**src/rtl/wcal_pkg.sv**
```systemverilog
package wcal_pkg;
  typedef enum logic {
    GATE_IDLE = 1'b0,
    GATE_OPEN = 1'b1
  } gate_st_e;
endpackage

```
**src/rtl/wcal_sync_edge.sv**
```systemverilog
module wcal_sync_edge #(
  parameter int STAGES = 2
) (
  input  logic clk,
  input  logic rst_n,
  input  logic d_i,
  output logic level_o,
  output logic rise_o
);
  logic [STAGES-1:0] sh_q;
  logic              prev_q;

  always_ff @(posedge clk or negedge rst_n) begin
    if (!rst_n) begin
      sh_q   <= '0;
      prev_q <= 1'b0;
    end else begin
      sh_q   <= {sh_q[STAGES-2:0], d_i};
      prev_q <= sh_q[STAGES-1];
    end
  end

  assign level_o = sh_q[STAGES-1];
  assign rise_o  = sh_q[STAGES-1] & ~prev_q;
endmodule

```
**src/rtl/wcal_trigger.sv**
```systemverilog
module wcal_trigger #(
  parameter int DEB_CYC     = 8,
  parameter int TRIG_CYC    = 4,
  parameter int SYNC_STAGES = 2
) (
  input  logic clk,
  input  logic rst_n,
  input  logic sw_i,
  input  logic ext_i,
  output logic start_o
);
  localparam int DW = $clog2(DEB_CYC + 1);
  localparam int TW = $clog2(TRIG_CYC + 1);

  logic          sw_lvl, sw_rise_unused, ext_lvl_unused, ext_rise;
  logic          stable_q, stable_n;
  logic [DW-1:0] dcnt_q, dcnt_n;
  logic [TW-1:0] tcnt_q, tcnt_n;
  logic          press, arm, start_n, start_q;

  wcal_sync_edge #(.STAGES(SYNC_STAGES)) u_sw_sync (
    .clk(clk), .rst_n(rst_n), .d_i(sw_i), .level_o(sw_lvl), .rise_o(sw_rise_unused));
  wcal_sync_edge #(.STAGES(SYNC_STAGES)) u_ext_sync (
    .clk(clk), .rst_n(rst_n), .d_i(ext_i), .level_o(ext_lvl_unused), .rise_o(ext_rise));

  // debounce: accept a new level only after DEB_CYC consecutive differing samples
  always_comb begin
    stable_n = stable_q;
    dcnt_n   = '0;
    press    = 1'b0;
    if (sw_lvl != stable_q) begin
      if (dcnt_q == DW'(DEB_CYC - 1)) begin
        stable_n = sw_lvl;
        press    = sw_lvl;
      end else begin
        dcnt_n = dcnt_q + 1'b1;
      end
    end
  end

  // trigger pulse stretcher; start fires on its leading edge only
  always_comb begin
    arm     = press | ext_rise;
    start_n = 1'b0;
    tcnt_n  = tcnt_q;
    if (tcnt_q == '0) begin
      if (arm) begin
        tcnt_n  = TW'(TRIG_CYC);
        start_n = 1'b1;
      end
    end else begin
      tcnt_n = tcnt_q - 1'b1;
    end
  end

  always_ff @(posedge clk or negedge rst_n) begin
    if (!rst_n) begin
      stable_q <= 1'b0;
      dcnt_q   <= '0;
      tcnt_q   <= '0;
      start_q  <= 1'b0;
    end else begin
      stable_q <= stable_n;
      dcnt_q   <= dcnt_n;
      tcnt_q   <= tcnt_n;
      start_q  <= start_n;
    end
  end

  assign start_o = start_q;
endmodule

```
**src/rtl/wcal_gate.sv**
```systemverilog
module wcal_gate
  import wcal_pkg::*;
#(
  parameter int GATE_CYC = 620
) (
  input  logic clk,
  input  logic rst_n,
  input  logic start_i,
  output logic gate_o
);
  localparam int CW = $clog2(GATE_CYC + 1);

  gate_st_e      st_q, st_n;
  logic [CW-1:0] cnt_q, cnt_n;

  always_comb begin
    st_n  = st_q;
    cnt_n = cnt_q;
    case (st_q)
      GATE_IDLE: if (start_i) begin
        st_n  = GATE_OPEN;
        cnt_n = CW'(GATE_CYC - 1);
      end
      GATE_OPEN: begin
        if (cnt_q == '0) st_n = GATE_IDLE;
        else             cnt_n = cnt_q - 1'b1;
      end
      default: st_n = GATE_IDLE;
    endcase
  end

  always_ff @(posedge clk or negedge rst_n) begin
    if (!rst_n) begin
      st_q  <= GATE_IDLE;
      cnt_q <= '0;
    end else begin
      st_q  <= st_n;
      cnt_q <= cnt_n;
    end
  end

  assign gate_o = (st_q == GATE_OPEN);
endmodule

```
**src/rtl/wcal_top.sv**
```systemverilog
module wcal_top #(
  parameter int TAPS          = 32,
  parameter int FS_PERIOD_CYC = 20,
  parameter int DEB_CYC       = 8,
  parameter int TRIG_CYC      = 4,
  parameter int SYNC_STAGES   = 2
) (
  input  logic clk,
  input  logic rst_n,
  input  logic cal_sw_i,
  input  logic ext_trig_i,
  input  logic freq_pulse_i,
  output logic pot_inc_o,
  output logic pot_up_o,
  output logic pot_sel_o,
  output logic cal_gate_o
);
  localparam int GATE_CYC = (TAPS - 1) * FS_PERIOD_CYC;
  localparam int PW       = $clog2(TAPS);

  logic [1:0]    rst_sh_q;
  logic          rst_int_n;
  logic          start, gate;
  logic          pls_lvl_unused, pls_rise;
  logic [PW-1:0] pos_q, pos_n;
  logic          inc_q, inc_n;
  logic          at_top;

  // reset: asynchronous assertion, synchronous release
  always_ff @(posedge clk or negedge rst_n) begin
    if (!rst_n) rst_sh_q <= 2'b00;
    else        rst_sh_q <= {rst_sh_q[0], 1'b1};
  end
  assign rst_int_n = rst_sh_q[1];

  wcal_trigger #(.DEB_CYC(DEB_CYC), .TRIG_CYC(TRIG_CYC), .SYNC_STAGES(SYNC_STAGES)) u_trig (
    .clk(clk), .rst_n(rst_int_n), .sw_i(cal_sw_i), .ext_i(ext_trig_i), .start_o(start));

  wcal_gate #(.GATE_CYC(GATE_CYC)) u_gate (
    .clk(clk), .rst_n(rst_int_n), .start_i(start), .gate_o(gate));

  wcal_sync_edge #(.STAGES(SYNC_STAGES)) u_pls_sync (
    .clk(clk), .rst_n(rst_int_n), .d_i(freq_pulse_i), .level_o(pls_lvl_unused), .rise_o(pls_rise));

  always_comb begin
    at_top = (pos_q == PW'(TAPS - 1));
    inc_n  = pls_rise & gate & ~at_top;
    pos_n  = pos_q;
    if (inc_n) pos_n = pos_q + 1'b1;
  end

  always_ff @(posedge clk or negedge rst_int_n) begin
    if (!rst_int_n) begin
      pos_q <= '0;
      inc_q <= 1'b0;
    end else begin
      pos_q <= pos_n;
      inc_q <= inc_n;
    end
  end

  assign pot_inc_o  = inc_q;
  assign pot_up_o   = 1'b1;
  assign pot_sel_o  = gate;
  assign cal_gate_o = gate;
endmodule

```
**config.mk**
```make
export PLATFORM = sky130hd
export DESIGN_NAME = wcal_top
export DESIGN_NICKNAME = d
export VERILOG_FILES = /design/src/rtl/wcal_pkg.sv /design/src/rtl/wcal_sync_edge.sv /design/src/rtl/wcal_trigger.sv /design/src/rtl/wcal_gate.sv /design/src/rtl/wcal_top.sv
export SDC_FILE = /design/constraint.sdc
export NUM_CORES = 1
export LEC_CHECK = 0
export BUFFER_PORTS_ARGS = -buffer_cell sky130_fd_sc_hd__buf_2
export CAP_MARGIN = 20
export CORE_MARGIN = 4
export CORE_UTILIZATION = 40
export CTS_BUF_LIST = sky130_fd_sc_hd__clkbuf_16
export CTS_CLUSTER_DIAMETER = 30
export CTS_CLUSTER_SIZE = 12
export DETAILED_ROUTE_END_ITERATION = 8
export GPL_TIMING_DRIVEN = 1
export SYNTH_ARGS = -nofsm -noshare
export SYNTH_HDL_FRONTEND = slang
export SYNTH_SLANG_ARGS = --single-unit
```
**constraint.sdc**
```tcl
create_clock -name clk -period 1.9 [get_ports clk]
set_clock_uncertainty 0.2 [all_clocks]
set_input_delay 0.38 -clock clk [delete_from_list [all_inputs] [get_ports clk]]
set_output_delay 0.38 -clock clk [all_outputs]
set_load 0.01 [all_outputs]
```
; Word-level counts from Yosys, hierarchy flattened
; Index checks and enable logic that the tools add are counted.
; Widths: inputs -> output; s select.
[totals]
register_bits = 36
wordCells = 51
[op_classes]
n_eq_ne = 6
n_reduce_logical = 4
n_addsub = 4
bitwise_logic = 9
muxes = 14
[ops]
columns = operator, n
row1 = $mux 10, 2
row2 = $pmux 10 s2, 1
row3 = $logic_not 10->1, 1
row4 = $sub 10x1->10 const B, 1
row5 = $mux 4, 2
row6 = $mux 1, 6
row7 = $mux 3, 2
row8 = $add 5x1->5 const B, 1
row9 = $eq 5x5->1 const B, 1
row10 = $add 4x1->4 const B, 1
row11 = $and 1x1->1, 4
row12 = $eq 4x3->1 const B, 1
row13 = $ne 2x2->1 const B, 2
row14 = $not 1->1, 4
row15 = $reduce_and 2->1, 2
row16 = $logic_not 3->1, 1
row17 = $sub 3x1->3 const B, 1
row18 = $ne 2x1->1 const B, 1
row19 = $pmux 1 s2, 1
row20 = $ne 1x1->1, 1
row21 = $or 1x1->1, 1

; Longest topological paths before layout
; Gate-level depths: netlist (run 1).
[logic_depth]
depth_word = 6
mapped_depth = 7
depth_no_buf = 6

; By module
; Synthesis (run 1) repeated with hierarchy kept, for this count alone.
[hier_totals]
hier_cells = 140
hier_area_um2 = 1681.6
[modules_own_cells]
columns = module, n_inst, seq_area_each_um2, cells_each, area_per_inst_um2
row1 = wcal_gate, 1, 275.3, 64, 614.3
row2 = wcal_trigger, 1, 225.2, 37, 461.7
row3 = wcal_top, 1, 200.2, 27, 339.1
row4 = wcal_sync_edge, 3, 75.1, 4, 88.8

; Worst setup path before layout (run 1)
; OpenSTA, ideal clock, no wires.
[synth_timing]
path_kind = reg-to-reg
from = register u_gate.cnt_q[0]
to = register u_gate.cnt_q[8]
synth_period_minus_slack_ns = 1.994
path_slack_ns = -0.094
arrival_time_ns = 1.669
setup_ns = 0.125
stages_incl_launch_ff = 8
cell_sequence = dfrtp_1 -> inv_1 -> ha_1 -> or3b_1 -> buf_2 -> o41a_1 -> o21ai_0 -> o21ai_1
[synth_between]
elab_chain_len = 3
[synth_lines]
columns = element, line_no
row1 = from (decl), wcal_gate.sv:14  ; logic [CW-1:0] cnt_q, cnt_n;
row2 = from (signal assigned), wcal_gate.sv:38  ; cnt_q <= cnt_n;
row3 = $sub 10x1->10 or $logic_not 10->1 (tied branches), "wcal_gate.sv:26, wcal_gate.sv:25"
row4 = $mux 10 or $ne 2x2->1 (tied branches), -
row5 = $pmux 10 s2 or $reduce_and 2->1 (tied branches), -
; Parallel ways exist; a longest one is shown, timed or not. The select of a mux whose other input is x is not followed.
; A chain may end at the register's enable or synchronous reset.

; Final worst setup path (run 1)
; Same ends and word-level chain as after synthesis.

==> results of run 1 <==
==> cell usage in the layout, fill, tap and decap left out, drive strengths merged, types with 2 or more instances in the layout <==
cell and n:
nand2 8, or3 4, o211ai 2, inv 5, nand3 7, buf 25, ha 5, clkinvlp 2
nand2b 2, mux2i 2, o31ai 3, nor2 15, dlygate4sd3 4, a21oi 4, or4b 2, mux2 3
a31oi 4, xnor2 4, clkbuf 5, nand4 3, o21ai 4, nor3 8, conb 2, nand4b 2
dfrtp 36
==> stage by stage <==
step | power, W | hold WS (ps) | setup slack, ps | util (%)
floorplan | 0.00191 | -116 | -40.9 | -
CTS | 0.00313 | 13.1 | 8.64 | 53.6
detailed placement | 0.00227 | -31.9 | -37.3 | 48.1
finish | 0.00317 | -1.43 | 11.4 | 54.6
global route | 0.00340 | 32.7 | -72.1 | 54.6
global placement | 0.00220 | -35.5 | -3.69 | 48.1
==> where the power goes <==
part	leakage (nW)	switching [W]	total, W	internal [W]
clock network	0.0660	0.000323	0.000810	0.000487
logic	0.415	0.000543	0.00111	0.000572
registers	0.434	0.000235	0.00124	0.00101
total	0.915	0.00110	0.00317	0.00206
==> logic make-up after synthesis <==
family / count (synthesis) / share of synthesized area (%)
and+or+nand+nor: 56 / 20.5
AOI/OAI and AO/OA: 22 / 9.24
adders and majority gates: 5 / 3.92
other: 1 / 0.235
muxes: 5 / 3.37
xor gates and xnor gates: 5 / 2.74
DFF: 36 / 56.4
buffers and inverters: 10 / 3.60
==> registers in the layout, indices dropped and copies added (netlist names) <==
| signal | cells |
|---|---|
| u_gate.cnt_q | 10 |
| u_trig.dcnt_q | 4 |
| u_trig.u_ext_sync.prev_q | 1 |
| u_trig.u_sw_sync.sh_q | 2 |
| u_pls_sync.prev_q | 1 |
| pos_q | 5 |
| u_pls_sync.sh_q | 2 |
| pot_inc_o | 1 |
| u_trig.stable_q | 1 |
| u_trig.tcnt_q | 3 |
| u_trig.start_o | 1 |
| rst_sh_q | 2 |
| u_trig.u_ext_sync.sh_q | 2 |
| u_gate.gate_o | 1 |
==> area by class of cell <==
class | instances | area (µm²)
clock inverter | 3 | 23.8
tap | 48 | 60.1
timing repair buffer | 29 | 210
multi-input combinational | 95 | 722
sequential | 36 | 901
fill | 321 | 1710
clock buffer | 5 | 125
inverter | 5 | 18.8
==> worst max-delay path, stage by stage (launching register included) <==
cell	delay, ps
dfrtp_1	380
inv_1	70
ha_2	170
or3b_4	420
o41a_1	340
o21ai_2	120
o21ai_1	70
==> cell usage after synthesis, drive strengths merged (2+ instances only) <==
| cell type | instances | share of area [%] |
|---|---|---|
| buf | 5 | 2.4 |
| or3 | 4 | 1.6 |
| or4b | 2 | 1.3 |
| mux2 | 3 | 2.1 |
| o21ai | 4 | 1.3 |
| dfrtp | 36 | 56 |
| nor3 | 8 | 3.2 |
| nand2 | 8 | 1.9 |
| ha | 5 | 3.9 |
| a31oi | 4 | 1.6 |
| o211ai | 2 | 0.94 |
| xnor2 | 4 | 2.2 |
| nor2 | 15 | 3.5 |
| inv | 5 | 1.2 |
| mux2i | 2 | 1.3 |
| nand2b | 2 | 0.78 |
| o31ai | 3 | 1.4 |
| nand3 | 7 | 2.2 |
| nand4 | 3 | 1.2 |
| nand4b | 2 | 1.5 |
| a21oi | 4 | 1.3 |
==> final timing paths <==
check	start	end	slack, ps	depth (start not counted)
max	u_gate.cnt_q[0]	u_gate.cnt_q[8]	10	6
max in group asynchronous	rst_n	rst_sh_q[0]	1190	2
max reg2reg	u_gate.cnt_q[0]	u_gate.cnt_q[8]	10	6
min reg2reg	rst_sh_q[1]	pos_q[1]	-1	1
min in group clk	u_trig.u_ext_sync.sh_q[0]	u_trig.u_ext_sync.sh_q[1]	150	0
min	rst_sh_q[1]	pos_q[1]	-1	1
==> timing repair <==
action,in CTS,in global routing
endpoints found under the setup margin,3,10
endpoints found under the hold margin,5,0
resized for setup,1,8
hold buffers,4,0
pin swaps,2,5
buffers inserted,2,0
==> per-layer routing <==
metal  GRT usage, %  vias to the layer above  share of wire [%]
met4           6.47                        0                2.4
met3           5.26                       11                5.1
met1           17.0                      595                 42
met5              0                        -                  0
met2           22.9                       32                 51
li1               -                      559                  -
==> summary.txt, run 1 <==
Outcome = complete, but fails checks
Failing checks = hold timing
RSZ-0062 raised after global routing = yes
Critical Path Source Type = register
Unique masters post-synth = 39
Synthesized area = 0.00160 mm²
Minimum clock period = 1890 ps
Initial antenna violation count = 0
Share of cells above drive strength 1 = 31.8%
Pin count of the biggest net entering global routing = 19
WL/cell = 14.3 µm
Number of global-route vias before repair = 1,207
Post-synth EDFFs = 0
GP Congestion = 0.913
FFs w/ async S/R, synth = 100%
Global-route wire length before repair = 5510 µm
Final Cycle Share = 99.4%
Post-route antenna net violation count = 0
Final hold violation count = 1
Design area = 0.00206 mm²
Core footprint = 0.00377 mm²
Clock network latency to the later pin of the worst-skew pair = 290 ps
Max-Slew Margin vs Limit = 67.4%
H-tree lvl count = 2
Cells after Synth = 140
Post-DR vias/cell = 5.42
Via Count = 1,197
Deepest clock path buffer count = 2
DRC viols = 0
CTS root buffer = clkbuf_16
IO Port Bufs = 7
Crit Path Category = register to register
Die Ht = 71.2 µm
Post-synthesis sequential element count = 36
Clock transition at path regs = 60 ps
Required @ worst endpoint = 1870 ps
Hold slack = -1.43 ps
Fmax = 0.529 GHz
Non-Filler Instances = 221
Die X = 71.2 µm
Worst Tran Pin Value = 482 ps
Area post-placement = 0.00181 mm²
Mapped Avg Cell Area = 11.4 µm²
CP Capture Type = register
Count of final setup violators = 0
I/O pin cnt = 9
Min-Delay Path Class = register to asynchronous set/reset pin
Worst Path Arrival = 1850 ps
Power per cell area = 1540 mW/mm²
Die area = 0.00507 mm²
Max-Cap Viols = 0
Iter 0 DRT Violations = 99
Largest fanout on the critical path = 5
Initial Utilization = 42.4%
Clk sinks = 36
Final Net Count = 182
# rows = 22
Leakage power = 0.915 nW
Total negative setup slack = 0 ps
WL final = 3170 µm
Drt pass-1 iters = 4
Pins Over Slew Limit = 0
Top_reg_cell synth = dfrtp_1
TritonCTS clock tree = built
Cells after DPL = 207
Dpl hpwl = 2230 µm
GRT overflow = 0
Maximum VDD drop = 0.770 mV
P&R area growth vs syn = 29.0%
Seq/Total Area, Yosys = 56.4%
GRT Total Usage = 14.2%
Cts bufs inserted = 5
Synth warnings = 0
Antenna Cells = 0
Note: power is estimated with default switching activity, not from simulation.
==> inputs of run 2 (changes only) <==
CORE_UTILIZATION = 30   (was 40)
HOLD_SLACK_MARGIN = 0.02   (was not set)
==> summary.txt, run 2 (synthesized netlist as in run 1, its figures left out) <==
Post-route antenna net violation count = 0 (unchanged)
P_sw = 0.00104 W (-6.0%)
Critical Path Source Type = register
Count of final setup violators = 1 (+1)
Total power = 0.00322 W (+1.8%)
Cts bufs inserted = 5 (unchanged)
Initial Utilization = 31.1% (-11 points)
TritonCTS clock tree = built
Drt pass-1 iters = 4 (unchanged)
Deepest clock path buffer count = 2 (unchanged)
I/O pin cnt = 9 (unchanged)
Hold slack = 74.9 ps (+76.4 ps)
Setup WS post-layout = -1.25 ps (-12.6 ps)
Via Count = 1,146 (-4.3%)
Most flops, register = u_gate.cnt_q
Slowest cell on the critical path = dfrtp_1
Clock transition at path regs = 50 ps (about the same)
Clock network latency to the later pin of the worst-skew pair = 280 ps (about the same)
H-tree lvl count = 2 (unchanged)
Failing checks = setup timing
CP max stage delay = 390 ps (-30 ps)
Fmax = 0.526 GHz (-0.66%)
Largest registers = u_gate.cnt_q x10, pos_q x5, u_trig.dcnt_q x4
Worst Tran Pin Value = 508 ps (+25.7 ps)
Worst Path Arrival = 1860 ps (about the same)
P&R area growth vs syn = 31.5%
Largest register FFs = 10 (unchanged)
Max-Slew Margin vs Limit = 65.6% (-1.7 points)
Pre-CTS setup slack = -32.6 ps (+4.75 ps)
Maximum VDD drop = 0.695 mV (-9.7%)
GRT overflow = 0 (unchanged)
Crit Path Category = register to register
Dpl hpwl = 2020 µm (-9.2%)
Final hold violation count = 0 (-1)
Initial antenna violation count = 0 (unchanged)
Max-Cap Viols = 0 (unchanged)
Required @ worst endpoint = 1860 ps (about the same)
DRC viols = 0 (unchanged)
Pin count of the biggest net entering global routing = 31 (+12)
RSZ-0062 raised after global routing = yes
Die Ht = 81.0 µm (+14%)
Outcome = complete, but fails checks
Commonest non-fill, non-tap cell in the layout = dfrtp_1
Iter 0 DRT Violations = 45 (-55%)
Leakage power = 0.936 nW (+2.3%)
IO Port Bufs = 7 (unchanged)
# rows = 26 (+18%)
WL/cell = 11.5 µm (-20%)
Minimum clock period = 1900 ps (+12.6 ps)
Internal power = 0.00219 W (+5.9%)
Layout Utilization = 40.9% (-14 points)
Largest fanout on the critical path = 6 (+1)
Worst Setup SP = pos_q[0]
Number of global-route vias before repair = 1,133 (-6.1%)
Antenna Cells = 0 (unchanged)
FF-to-FF Start = pos_q[0]
Clk network pwr share = 28.5% (+2.9 points)
Min-Delay Path Class = register to asynchronous set/reset pin
Die area = 0.00656 mm² (+29%)
GP Congestion = 0.776 (-15%)
Clk sinks = 36 (unchanged)
Die X = 81.0 µm (+14%)
Most frequent cells in the layout = 36 x dfrtp_1, 19 x buf_4, 15 x nor2_1, 7 x nand2_1, 7 x buf_2
Core footprint = 0.00514 mm² (+36%)
Fill count = 520 (+62%)
Pins Over Slew Limit = 0 (unchanged)
Seq pwr share = 38.3% (-0.9 points)
CP Capture Type = register
GRT Total Usage = 10.1% (-4.2 points)
Critical Path, Cell by Cell = ha_2, and3_4, ha_4, nor4b_4, buf_4, mux2_4
Final Net Count = 184 (+1.1%)
Global-route wire length before repair = 5070 µm (-8.0%)
Final Cycle Share = 100% (+0.66 points)
Total negative setup slack = -1.25 ps (-1.25 ps)
Power per cell area = 1530 mW/mm² (-0.17%)
Post-DR vias/cell = 4.68 (-14%)
WL final = 2820 µm (-11%)
Share of cells above drive strength 1 = 29.7% (-2.1 points)
Sw Share = 32.1% (-2.7 points)
Logic pwr share = 33.2% (-2.0 points)
CTS root buffer = clkbuf_16
## run 2: path summary, 6_finish.rpt
check                                      to  slack, ps  cells past startpoint
setup / recovery                     pos_q[1]         -1                      6
hold / removal                       pos_q[3]         70                      1
setup reg to reg                     pos_q[1]         -1                      6
hold reg to reg                      pos_q[3]         70                      1
max in group asynchronous           pot_inc_o        890                      1
min in group clk           u_pls_sync.sh_q[1]        150                      0
## run 2: area by class of cell
class | instances | area [µm²] | share of cell area, %
multi-input combinational | 95 | 698 | 33.2
timing repair buffer | 31 | 228 | 10.8
tap | 70 | 87.6 | 4.17
clock inverter | 3 | 42.5 | 2.03
clock buffer | 5 | 125 | 5.96
sequential | 36 | 901 | 42.9
inverter | 5 | 18.8 | 0.893
## run 2: critical path: cells and delay by family (launching register included)
family	cells	cell delay, ps
AND/OR/NAND/NOR	2	370
multiplexers	1	290
flip-flops	1	390
adder cells (fa/ha/maj)	2	350
buffers and inverters	1	180
## run 2: routing by layer
metal  routed length [µm]  track usage, %  vias up
li1                     -               -      569
met1                 1360            12.5      552
met2                 1310            16.1       21
met3                  111            3.66        4
met4                   39            3.55        0
met5                    0               0        -
## run 2: power by group through the flow
stage	combinational [W]	sequential [W]	clock, W
global placement	0.000995	0.00124	0
finish	0.00107	0.00123	0.000920
detailed placement	0.00102	0.00124	0
floorplan	0.000691	0.00122	0
global route	0.00120	0.00127	0.000985
CTS	0.00103	0.00123	0.000946
## run 2: what timing repair did
action / 4_1_cts / 5_1_grt
gates resized for setup: 0 / 5
hold endpoints to repair: 9 / 0
endpoints found under the setup margin: 2 / 9
gates cloned: 0 / 0
hold buffers: 5 / 0
setup buffers: 1 / 1
pin swaps: 2 / 2
## run 2: per-stage QoR
| step | instance area [µm²] | cells |
|---|---|---|
| floorplan | 1640 | 141 |
| detailed placement | 1850 | 230 |
| CTS | 2070 | 244 |
| global placement | 1850 | 230 |
| global route | 2100 | 245 |
| finish | 2100 | 245 |
==> inputs of run 3 (changes only) <==
CORE_ASPECT_RATIO = 1.1   (was not set)
CORE_UTILIZATION = 58   (was 30)
PLACE_DENSITY = 0.76   (was not set)
==> summary.txt, run 3 (synthesized netlist as in run 1, its figures left out) <==
Outcome = complete, but fails checks
Failing checks = setup timing
Slowest cell on the critical path = dfrtp_1
Core footprint = 0.00257 mm² (-50%)
WL/cell = 17.4 µm (+51%)
Die Ht = 63.0 µm (-22%)
Power per cell area = 1570 mW/mm² (+2.4%)
Die X = 58.0 µm (-28%)
Required @ worst endpoint = 1860 ps (about the same)
Hold slack = 5.37 ps (-69.6 ps)
Final Cycle Share = 103% (+2.6 points)
Clock transition at path regs = 50 ps (about the same)
RSZ-0062 raised after global routing = yes
Minimum clock period = 1950 ps (+49.6 ps)
I/O pin cnt = 9 (unchanged)
P&R area growth vs syn = 28.0%
Cts bufs inserted = 5 (unchanged)
Largest fanout on the critical path = 5 (-1)
Die area = 0.00366 mm² (-44%)
GRT overflow = 0 (unchanged)
Number of global-route vias before repair = 1,296 (+14%)
Iter 0 DRT Violations = 65 (+44%)
Deepest clock path buffer count = 2 (unchanged)
Most frequent cells in the layout = 36 x dfrtp_1, 19 x buf_4, 15 x nor2_1, 7 x nand2_1, 7 x buf_2
Final hold violation count = 0 (unchanged)
Max-Slew Margin vs Limit = 65.8% (+0.13 points)
TritonCTS clock tree = built
CP max stage delay = 390 ps (about the same)
Maximum VDD drop = 1.26 mV (+81%)
Post-DR vias/cell = 6.14 (+31%)
Crit Path Category = register to register
Largest registers = u_gate.cnt_q x10, pos_q x5, u_trig.dcnt_q x4
DRC viols = 0 (unchanged)
Worst Path Arrival = 1910 ps (+50 ps)
Fmax = 0.513 GHz (-2.5%)
Share of cells above drive strength 1 = 29.7% (unchanged)
WL final = 3580 µm (+27%)
Count of final setup violators = 3 (+2)
Largest register FFs = 10 (unchanged)
IO Port Bufs = 7 (unchanged)
Commonest non-fill, non-tap cell in the layout = dfrtp_1
Pin count of the biggest net entering global routing = 15 (-52%)
Most flops, register = u_gate.cnt_q
Setup WS post-layout = -50.8 ps (-49.6 ps)
GRT Total Usage = 22.0% (+12 points)
Initial Utilization = 62.2% (+31 points)
# rows = 19 (-27%)
Via Count = 1,265 (+10%)
Dpl hpwl = 2260 µm (+12%)
Critical Path, Cell by Cell = ha_2, and3_4, ha_4, nor4b_4, buf_6, mux2_4
CTS root buffer = clkbuf_16
Pins Over Slew Limit = 0 (unchanged)
Antenna Cells = 0 (unchanged)
GP Congestion = 0.834 (+7.4%)
Worst Tran Pin Value = 514 ps (+6.12 ps)
Design area = 0.00204 mm² (-2.7%)
H-tree lvl count = 2 (unchanged)
Initial antenna violation count = 0 (unchanged)
Max-Cap Viols = 0 (unchanged)
Critical Path Source Type = register
Leakage power = 0.944 nW (+0.92%)
Clk sinks = 36 (unchanged)
Clock network latency to the later pin of the worst-skew pair = 280 ps (about the same)
Total power = 0.00321 W (-0.30%)
Reg2Reg Setup Slack = -50 ps (-50 ps)
Global-route wire length before repair = 5800 µm (+14%)
Drt pass-1 iters = 4 (unchanged)
CP Capture Type = register
Area post-placement = 0.00178 mm² (-3.5%)
Post-route antenna net violation count = 0 (unchanged)
Min-Delay Path Class = register to asynchronous set/reset pin
Final Net Count = 184 (unchanged)
[run 3: critical path: cells and delay by family (launching register included)]
family	cells	cell delay, ps
AND/OR/NAND/NOR	2	410
flip-flops	1	390
adder cells (fa/ha/maj)	2	350
multiplexers	1	310
buffers and inverters	1	170
[run 3: layer usage]
metal,up-vias,track usage [%],share of wire (%)
met1,618,23.2,36
met3,17,8.47,7.2
met5,-,0,0
li1,567,-,-
met2,63,35.5,52
met4,0,14.5,4.3
[run 3: path summary, 6_finish.rpt]
path | start | end | depth (start not counted)
max in group asynchronous | rst_sh_q[1] | u_trig.tcnt_q[0] | 1
setup / recovery | pos_q[0] | pos_q[4] | 6
hold / removal | rst_sh_q[1] | u_pls_sync.sh_q[0] | 0
hold reg to reg | rst_sh_q[1] | u_pls_sync.sh_q[0] | 0
min in group clk | u_trig.u_ext_sync.sh_q[0] | u_trig.u_ext_sync.sh_q[1] | 0
setup reg to reg | pos_q[0] | pos_q[4] | 6
[run 3: area by class of cell]
cell class                 instances  area (µm²)
timing repair buffer              31         229
sequential                        36         901
fill                             164         523
inverter                           5        18.8
tap                               31        38.8
clock inverter                     3        15.0
multi-input combinational         95         717
clock buffer                       5         125
[run 3: metrics by stage]
| stage | TNS [ps] | util (%) | setup WS, ps | cells |
|---|---|---|---|---|
| 3_5_place_dp | -142 | 69.5 | -75.7 | 189 |
| 3_3_place_gp | -13.1 | 69.5 | -7.37 | 189 |
| 5_1_grt | -416 | 79.6 | -102 | 206 |
| 6_report | -98.0 | 79.6 | -50.8 | 206 |
| 4_1_cts | -51.5 | 77.4 | -34.3 | 204 |
| 2_1_floorplan | -116 | - | -40.9 | 141 |
[run 3: what timing repair did]
item,CTS,global route
hold endpoints to repair,5,0
hold buffers,4,0
setup buffers,3,2
setup endpoints to repair,4,8
pin swaps,2,3
gates resized for setup,0,10
[run 3: power by group]
| part | total, W | internal [W] | switching, W |
|---|---|---|---|
| sequential | 0.00125 | 0.00101 | 0.000240 |
| clock | 0.000764 | 0.000475 | 0.000289 |
| combinational | 0.00120 | 0.000600 | 0.000603 |
